File: src/rtl/rx_irq_pkg.sv
package rx_irq_pkg;
  localparam int unsigned NUM_SRC = 4;

  typedef enum int unsigned {
    SRC_CTRL  = 0,
    SRC_BUS   = 1,
    SRC_NODSC = 2,
    SRC_LENTY = 3
  } src_e;

  localparam logic REG_CLEAR  = 1'b0;
  localparam logic REG_RESUME = 1'b1;
endpackage

File: src/rtl/rx_stat_bit.sv
module rx_stat_bit (
  input  logic clk_i,
  input  logic rst_ni,
  input  logic set_i,
  input  logic clr_i,
  output logic q_o
);
  // set has priority over a same-cycle clear
  always_ff @(posedge clk_i or negedge rst_ni) begin
    if (!rst_ni)    q_o <= 1'b0;
    else if (set_i) q_o <= 1'b1;
    else if (clr_i) q_o <= 1'b0;
  end
endmodule

File: src/rtl/rx_dma_halt.sv
module rx_dma_halt (
  input  logic clk_i,
  input  logic rst_ni,
  input  logic no_desc_i,
  input  logic resume_i,
  output logic halt_o
);
  always_ff @(posedge clk_i or negedge rst_ni) begin
    if (!rst_ni)        halt_o <= 1'b0;
    else if (no_desc_i) halt_o <= 1'b1;
    else if (resume_i)  halt_o <= 1'b0;
  end
endmodule

File: src/rtl/rx_irq_merge.sv
module rx_irq_merge #(
  parameter int unsigned N = 4
) (
  input  logic         clk_i,
  input  logic         rst_ni,
  input  logic [N-1:0] stat_i,
  input  logic [N-1:0] en_i,
  output logic         irq_o
);
  always_ff @(posedge clk_i or negedge rst_ni) begin
    if (!rst_ni) irq_o <= 1'b0;
    else         irq_o <= |(stat_i & en_i);
  end
endmodule

File: src/rtl/rx_irq_ctrl.sv
module rx_irq_ctrl
  import rx_irq_pkg::*;
(
  input  logic               clk_i,
  input  logic               rst_ni,
  input  logic               full_duplex_i,
  input  logic               evt_ctrl_frame_i,
  input  logic               evt_bus_err_i,
  input  logic               evt_no_desc_i,
  input  logic               evt_len_type_i,
  input  logic [NUM_SRC-1:0] irq_en_i,
  input  logic               wr_en_i,
  input  logic               wr_addr_i,
  input  logic [NUM_SRC-1:0] wr_data_i,
  output logic [NUM_SRC-1:0] status_o,
  output logic               rx_irq_o,
  output logic               dma_halt_o
);
  logic [NUM_SRC-1:0] set_vec;
  logic [NUM_SRC-1:0] clr_vec;
  logic               resume;

  always_comb begin
    set_vec            = '0;
    set_vec[SRC_CTRL]  = evt_ctrl_frame_i & full_duplex_i;
    set_vec[SRC_BUS]   = evt_bus_err_i;
    set_vec[SRC_NODSC] = evt_no_desc_i;
    set_vec[SRC_LENTY] = evt_len_type_i;
  end

  assign clr_vec = (wr_en_i && wr_addr_i == REG_CLEAR) ? wr_data_i : '0;
  assign resume  = wr_en_i && wr_addr_i == REG_RESUME;

  for (genvar g = 0; g < NUM_SRC; g++) begin : g_stat
    rx_stat_bit i_bit (
      .clk_i  (clk_i),
      .rst_ni (rst_ni),
      .set_i  (set_vec[g]),
      .clr_i  (clr_vec[g]),
      .q_o    (status_o[g])
    );
  end

  rx_dma_halt i_halt (
    .clk_i     (clk_i),
    .rst_ni    (rst_ni),
    .no_desc_i (evt_no_desc_i),
    .resume_i  (resume),
    .halt_o    (dma_halt_o)
  );

  rx_irq_merge #(.N(NUM_SRC)) i_merge (
    .clk_i  (clk_i),
    .rst_ni (rst_ni),
    .stat_i (status_o),
    .en_i   (irq_en_i),
    .irq_o  (rx_irq_o)
  );
endmodule

File: config.mk
export PLATFORM = sky130hd
export DESIGN_NAME = rx_irq_ctrl
export DESIGN_NICKNAME = d
export VERILOG_FILES = /design/src/rtl/rx_irq_pkg.sv /design/src/rtl/rx_stat_bit.sv /design/src/rtl/rx_dma_halt.sv /design/src/rtl/rx_irq_merge.sv /design/src/rtl/rx_irq_ctrl.sv
export SDC_FILE = /design/constraint.sdc
export NUM_CORES = 1
export LEC_CHECK = 0
export ABC_CLOCK_PERIOD_IN_PS = 950
export BUFFER_PORTS_ARGS = -buffer_cell sky130_fd_sc_hd__clkbuf_2
export CAP_MARGIN = 15
export CORE_AREA = 2 2 39 41
export CTS_CLUSTER_DIAMETER = 40
export DETAILED_ROUTE_END_ITERATION = 8
export DIE_AREA = 0 0 41 43
export PLACE_DENSITY = 0.55
export REMOVE_ABC_BUFFERS = 1
export SYNTH_ARGS = -nofsm -noshare
export SYNTH_HDL_FRONTEND = slang
export SYNTH_SLANG_ARGS = --single-unit
File: constraint.sdc
create_clock -name clk_i -period 0.95 [get_ports clk_i]
set_input_delay 0.19 -clock clk_i [delete_from_list [all_inputs] [get_ports clk_i]]
set_output_delay 0.19 -clock clk_i [all_outputs]
set_load 0.02 [all_outputs]
# --- After elaboration in Yosys (flattened, before gate mapping) ---
# Index checks and enable logic that the tools add are counted.
word_totals:
  ff_bits: 6
  inputBits: 17
  out_inout_bits: 6
  word_cells: 28
op_classes:
  muxes: 11
  bitwise: 3
  n_reduce_logical: 8
op_table:
  columns: ["cell", "count"]
  rows:
  - ["1-bit two-way mux", 10]
  - ["2-bit nonzero test", 5]
  - ["4-bit bitwise AND", 1]
  - ["4-bit two-way mux", 1]
  - ["4-bit OR reduction", 1]
  - ["1-bit logical AND", 2]
  - ["1-bit bitwise AND", 1]
  - ["1-bit inverter", 1]

# --- Logic depth before layout (Yosys ltp) ---
# Gate-level depths: netlist of run 1.
logic_depth:
  word_depth: 5
  depth_mapped: 2
  mapped_depth_nobuf: 2

# --- Modules after synthesis ---
# A second synthesis of run 1 with hierarchy kept.
hier_totals:
  cells_unflattened: 25
  area_unflattened_um2: 274.0
by_module_without_submodules:
  columns: ["mod", "instances", "cells_each", "area_per_inst_um2", "seq_area_each_um2"]
  rows:
  - ["rx_stat_bit", 4, 3, 36.3, 25.0]
  - ["rx_irq_ctrl", 1, 6, 48.8, 0.0]
  - ["rx_irq_merge", 1, 4, 43.8, 25.0]
  - ["rx_dma_halt", 1, 3, 36.3, 25.0]

# --- Worst setup path after synthesis of run 1 ---
# Ideal clock, no wire load.
synth_timing:
  path_type: "reg-to-reg"
  start: "reg i_halt.halt_o (netlist name)"
  end: "reg i_halt.halt_o"
  setup_ps: 118
  arrival_ps: 602
  required_time_ps: 832
  slack_ps: 230
  path_stages_with_launch: 2
  n_path_buf: 0
  synth_period_minus_slack_ps: 720
  cell_sequence: "dfrtp_1 a21o_1"
synth_rtl:
  columns: ["element", "line", "rtl"]
  rows:
  - ["end signal, assigned", "rx_dma_halt.sv:9", "if (!rst_ni) halt_o <= 1'b0;"]
  - ["end signal, assigned", "rx_dma_halt.sv:10", "else if (no_desc_i) halt_o <= 1'b1;"]
  - ["end signal, assigned", "rx_dma_halt.sv:11", "else if (resume_i) halt_o <= 1'b0;"]
  - ["end, declared", "rx_dma_halt.sv:6", "output logic halt_o"]

# --- Worst setup path after layout of run 1 ---
layout_timing:
  start: "reg g_stat[1].i_bit.q_o"
  end: "out status_o[1]"
layout_rtl:
  columns: ["element", "line", "rtl"]
  rows:
  - ["start, declared", "rx_stat_bit.sv:6", "output logic q_o"]
  - ["start signal, assigned", "rx_stat_bit.sv:10", "if (!rst_ni) q_o <= 1'b0;"]
  - ["start signal, assigned", "rx_stat_bit.sv:11", "else if (set_i) q_o <= 1'b1;"]
  - ["start signal, assigned", "rx_stat_bit.sv:12", "else if (clr_i) q_o <= 1'b0;"]
  - ["end, declared", "rx_irq_ctrl.sv:15", "output logic [NUM_SRC-1:0] status_o,"]
# No word-level cell between the ends.

==> run metrics, run 1 <==
Fin. Hold Viols 0; Tot GR Track Use 0.104; unrepaired setup endpoints after global routing true; most common cell after layout, fill and taps aside clkbuf_2; H-tree lvl count 1; Netlist cell types 7; Clock Sinks 6; clock skew after layout 0.00307 ns; Worst-path clk slew 0.04 ns; area added between synthesis and finish 82.0%; slew margin rel. 0.902; Least-Margin Pin Slew 0.147 ns; max-slew violations 0; vias in the first global route 263; Critical Path RT 0.76 ns; Setup Viol. Count Final 5; mapped cell area 272 um2; CTS Buf Count 3; Initial DRC Count 4; DRT antenna net count 0; WP data arrival 0.80 ns; worst setup margin -0.0399 ns; DRC viols 0; Post-Place Cells 57; share of the clock period used by the worst path 1.04; CTS tree done; Final Core Density 0.357; commonest non-fill, non-tap cells in the layout clkbuf_2 (16), dfrtp_1 (6), buf_4 (5); DR WL/cell 11.5 um; family with the most delay on the worst path flip-flops; non-filler cells, final 66; gp weighted congestion 0.616; core area 0.00138 mm2; WHS 0.131 ns; worst-skew pair later-pin latency 0.24 ns; worst reg2reg path depth 3; post-synth top area share 0.553; Total Power 0.000675 W; critical path, cell by cell clkbuf_8; Ports 23; pwr dens 1370 mW/mm2; HP Class in -> reg; CP Buf/Inv Count 1; crit path launch type flop; largest net degree at the start of global routing 7; FF-to-FF Start g_stat[1].i_bit.q_o; violated checks setup timing; Nets 69; first-pass GRT wire length 1.15 mm; Synth Instances 23; Largest stage delay, worst path 0.40 ns; fin crit period 0.990 ns; total gr overflow 0; Peak VDD IR 0.498 mV; hold_sp evt_bus_err_i; status finished with violations; Hold EP g_stat[1].i_bit.q_o; initial core utilization 0.196; crit path kind reg -> out; Max clock buf depth 2; Ant. Diodes 0; layout cell share with drive strength beyond 1 0.620; root buffer cell clkbuf_4; hold depth 2; sequential fraction of the synthesis area 0.553; vias post-DR 274; Vias/cell 4.15; Mapped Avg Cell Area 11.8 um2; total die area 0.00176 mm2; die height 43 um; port bufs 22; Reg-to-Reg End i_merge.irq_o; # fillers 139; CP Max Fanout 2; Rows 14; top cells by area, synth dfrtp_1 (55%), a21o_1 (11%), buf_4 (11%); total iterations of the first detailed-routing run 4; flops & latches, synth 6; CP Capture Type primary output; Die W 41 um; Yosys warnings 0; r2r setup slk 0.05 ns; final setup TNS -0.102 ns; initial antenna violation count 0; Leak 0.240 nW; Max stage delay cell, worst path dfrtp_1; area leader, netlist dfrtp_1; Fmax 1.01 GHz; drt total wl 761 um; Max-Cap Viols 0
==> Yosys cell counts <==
master and number:
buf_4 4, nand2_1 2, dfrtp_1 6, a21o_1 4, nand3b_1 4, a22oi_1 2
a22o_1 1
==> timing repair <==
| action | in CTS | in global routing |
|---|---|---|
| buffers inserted | 4 | 1 |
| hold endpoints to repair | 6 | 0 |
| endpoints found under the setup margin | 5 | 7 |
| resized for setup | 8 | 7 |
| hold buffers | 1 | 0 |
==> metal layers <==
layer / vias up / part of all wire / wire, um / global-route usage
li1: 133 / - / - / -
met1: 116 / 0.48 / 363 / 0.143
met2: 23 / 0.36 / 274 / 0.125
met3: 2 / 0.15 / 116 / 0.0419
met4: 0 / 0.0079 / 6 / 0.0800
met5: - / 0 / 0 / 0
==> state kept, by name, summed over array words and instances (netlist names) <==
| register | count |
|---|---|
| i_merge.irq_o | 1 |
| g_stat.i_bit.q_o | 4 |
| i_halt.halt_o | 1 |
==> stage by stage <==
step / worst slack [ns] / instance area [um2]
2_1_floorplan: 0.127 / 241
3_3_place_gp: 0.160 / 372
3_5_place_dp: 0.170 / 372
4_1_cts: -0.0295 / 469
5_1_grt: -0.0591 / 494
6_report: -0.0399 / 494
==> logic make-up after synthesis <==
| family | after synthesis | synth area share |
|---|---|---|
| flops | 6 | 0.553 |
| compound gates | 7 | 0.198 |
| buf+inv | 4 | 0.111 |
| simple gates | 6 | 0.138 |
==> worst max path at each step <==
stage                   startpoint             endpoint  slack [ns]  cells past startpoint
2_1_floorplan  g_stat[1].i_bit.q_o        i_merge.irq_o        0.13                      2
3_3_place_gp   g_stat[1].i_bit.q_o        i_merge.irq_o        0.16                      2
3_5_place_dp             wr_addr_i  g_stat[3].i_bit.q_o        0.17                      3
4_1_cts        g_stat[2].i_bit.q_o          status_o[2]       -0.03                      1
5_1_grt        g_stat[1].i_bit.q_o          status_o[1]       -0.06                      1
6_report       g_stat[1].i_bit.q_o          status_o[1]       -0.04                      1
==> area by class of cell <==
type	instances	area, um2	area share
flip-flops and latches	6	150	0.304
repair buffers	28	205	0.415
multi-input cells	13	96.3	0.195
well taps	16	20.0	0.0405
clock buffers	3	22.5	0.0456
==> power by group <==
part | switching, W | total (W) | internal, W
combinational | 0.0000637 | 0.000160 | 0.0000962
clock | 0.0000870 | 0.000230 | 0.000143
sequential | 0.0000123 | 0.000286 | 0.000273
(Power assumes the default switching activity.)
==> run 2, diff against run 1 <==
--- a/config.mk
+++ b/config.mk
@@ -5,14 +5,14 @@
 export SDC_FILE = /design/constraint.sdc
 export NUM_CORES = 1
 export LEC_CHECK = 0
-export ABC_CLOCK_PERIOD_IN_PS = 950
+export ABC_CLOCK_PERIOD_IN_PS = 900
 export BUFFER_PORTS_ARGS = -buffer_cell sky130_fd_sc_hd__clkbuf_2
 export CAP_MARGIN = 15
 export CORE_AREA = 2 2 39 41
 export CTS_CLUSTER_DIAMETER = 40
 export DETAILED_ROUTE_END_ITERATION = 8
 export DIE_AREA = 0 0 41 43
-export PLACE_DENSITY = 0.55
+export PLACE_DENSITY = 0.57
 export REMOVE_ABC_BUFFERS = 1
 export SYNTH_ARGS = -nofsm -noshare
 export SYNTH_HDL_FRONTEND = slang
==> constraint.sdc (replaced) <==
create_clock -name clk_i -period 0.9 [get_ports clk_i]
set_input_delay 0.18 -clock clk_i [delete_from_list [all_inputs] [get_ports clk_i]]
set_output_delay 0.18 -clock clk_i [all_outputs]
set_load 0.02 [all_outputs]
==> run metrics, run 2 (synthesized netlist as in run 1, its figures left out) <==
largest net degree at the start of global routing 7 (unchanged); die height 43 um (unchanged); Final Instance Area 492 um2 (-0.51%); DRT antenna net count 0 (unchanged); Tot GR Track Use 0.106 (+0.00160); unrepaired setup endpoints after global routing true; vias in the first global route 282 (+7.2%); number of flip-flops in the largest register 4 (unchanged); crit path from g_stat[2].i_bit.q_o; layout cell share with drive strength beyond 1 0.633 (+0.0127); switching part of the total 0.243 (+0.00181); register name with the most flops g_stat.i_bit.q_o; most common cell after layout, fill and taps aside clkbuf_2; DR WL/cell 11.8 um (+2.2%); worst setup margin -0.0613 ns (-0.0214 ns); H-tree lvl count 1 (unchanged); WHS 0.124 ns (-0.00717 ns); clock skew after layout 0.00242 ns (-0.000655 ns); # fillers 140 (+0.72%); biggest regs g_stat.i_bit.q_o: 4 flops, i_halt.halt_o: 1 flops, i_merge.irq_o: 1 flops; Least-Margin Pin Slew 0.151 ns (+0.00457 ns); Nets 68 (-1.4%); Clk pwr share 0.339 (about the same); critical path, cell by cell clkbuf_8; max-slew violations 0 (unchanged); crit path launch type flop; crit path kind reg -> out; Max stage delay cell, worst path dfrtp_1; root buffer cell clkbuf_4; CP Max Fanout 2 (unchanged); Setup Viol. Count Final 6 (+1); Die W 41 um (unchanged); HP Class in -> reg; vias post-DR 267 (-2.6%); FF-to-FF Start g_stat[1].i_bit.q_o; port bufs 22 (unchanged); violated checks setup timing; Total Power 0.000713 W (+5.6%); status finished with violations; Flop pwr share 0.421 (-0.002); Placed Area 372 um2 (unchanged); hold_sp evt_bus_err_i; Fin. Hold Viols 0 (unchanged); area added between synthesis and finish 81.1%; family with the most delay on the worst path flip-flops; DRC viols 0 (unchanged); Ports 23 (unchanged); CP Buf/Inv Count 1 (unchanged); CTS tree done; worst-skew pair later-pin latency 0.24 ns (about the same); Vias/cell 4.11 (-1.1%); total iterations of the first detailed-routing run 2 (-2); Clock Sinks 6 (unchanged); slew margin rel. 0.899 (-0.00305); Place WS 0.121 ns (-0.0490 ns); Max-Cap Viols 0 (unchanged); gp weighted congestion 0.689 (+12%); Final Core Density 0.355 (-0.00181); WP data arrival 0.78 ns (-0.02 ns); r2r setup slk 0.06 ns (about the same); core area 0.00138 mm2 (unchanged); Rows 14 (unchanged); Largest stage delay, worst path 0.38 ns (-0.02 ns); Initial DRC Count 2 (-2); Ant. Diodes 0 (unchanged); total gr overflow 0 (unchanged); pwr dens 1450 mW/mm2 (+6.1%); Leak 0.236 nW (-1.8%); Max clock buf depth 2 (unchanged); CTS Buf Count 3 (unchanged); Fmax 1.04 GHz; Comb pwr share 0.240 (+0.003); CP Capture Type primary output; share of the clock period used by the worst path 1.07; total die area 0.00176 mm2 (unchanged); initial core utilization 0.196 (unchanged); initial antenna violation count 0 (unchanged); Int Power 0.000539 W (+5.3%); first-pass GRT wire length 1.12 mm (-2.4%); Critical Path RT 0.72 ns (-0.04 ns); fin crit period 0.961 ns; Peak VDD IR 0.881 mV (+77%); commonest non-fill, non-tap cells in the layout clkbuf_2 (16), dfrtp_1 (6); Worst-path clk slew 0.04 ns (about the same); P_sw 0.000173 W (+6.3%); drt total wl 766 um (+0.66%)
## run 2: changes by cell type in the layout (fill, tap and decap cells not counted), sizes merged
cell and change:
buf -1
## run 2: repair_timing
item,4_1_cts,5_1_grt
gates resized for setup,9,7
hold buffers,1,0
hold endpoints to repair,6,0
endpoints found under the setup margin,6,7
setup buffers,4,0
pin swaps,0,2
## run 2: area by class of cell
class / instances / area [um2] / area share
timing repair buffer: 27 / 198 / 0.402
clock buffer: 3 / 22.5 / 0.0458
sequential: 6 / 150 / 0.305
multi-input combinational: 13 / 101 / 0.206
tap: 16 / 20.0 / 0.0407
## run 2: worst paths after layout
| path | depth (start not counted) | endpoint |
|---|---|---|
| worst max-delay path | 1 | status_o[2] |
| worst min-delay path | 2 | g_stat[1].i_bit.q_o |
| worst max register to register | 3 | i_merge.irq_o |
| worst min register to register | 1 | i_halt.halt_o |
| max in group asynchronous | 2 | g_stat[3].i_bit.q_o |
| min in group asynchronous | 2 | g_stat[2].i_bit.q_o |
## run 2: power groups by stage
stage	Clock [W]	Combinational (W)	Sequential, W
final	0.000242	0.000171	0.000300
after floorplan	0	0.0000253	0.000326
after CTS	0.000257	0.000162	0.000299
after global placement	0	0.000116	0.000304
after global routing	0.000276	0.000185	0.000302
after detailed placement	0	0.000116	0.000304
## run 2: through the flow
stage / TNS [ns] / cells
2_1_floorplan: 0 / 19
3_3_place_gp: 0 / 57
3_5_place_dp: 0 / 57
4_1_cts: -0.360 / 65
5_1_grt: -0.473 / 65
6_report: -0.268 / 65
## run 2: metal layers
metal | global-route usage | part of all wire
met1 | 0.115 | 0.41
met2 | 0.150 | 0.45
met3 | 0.0838 | 0.14
met4 | 0.0400 | 0
met5 | 0 | 0
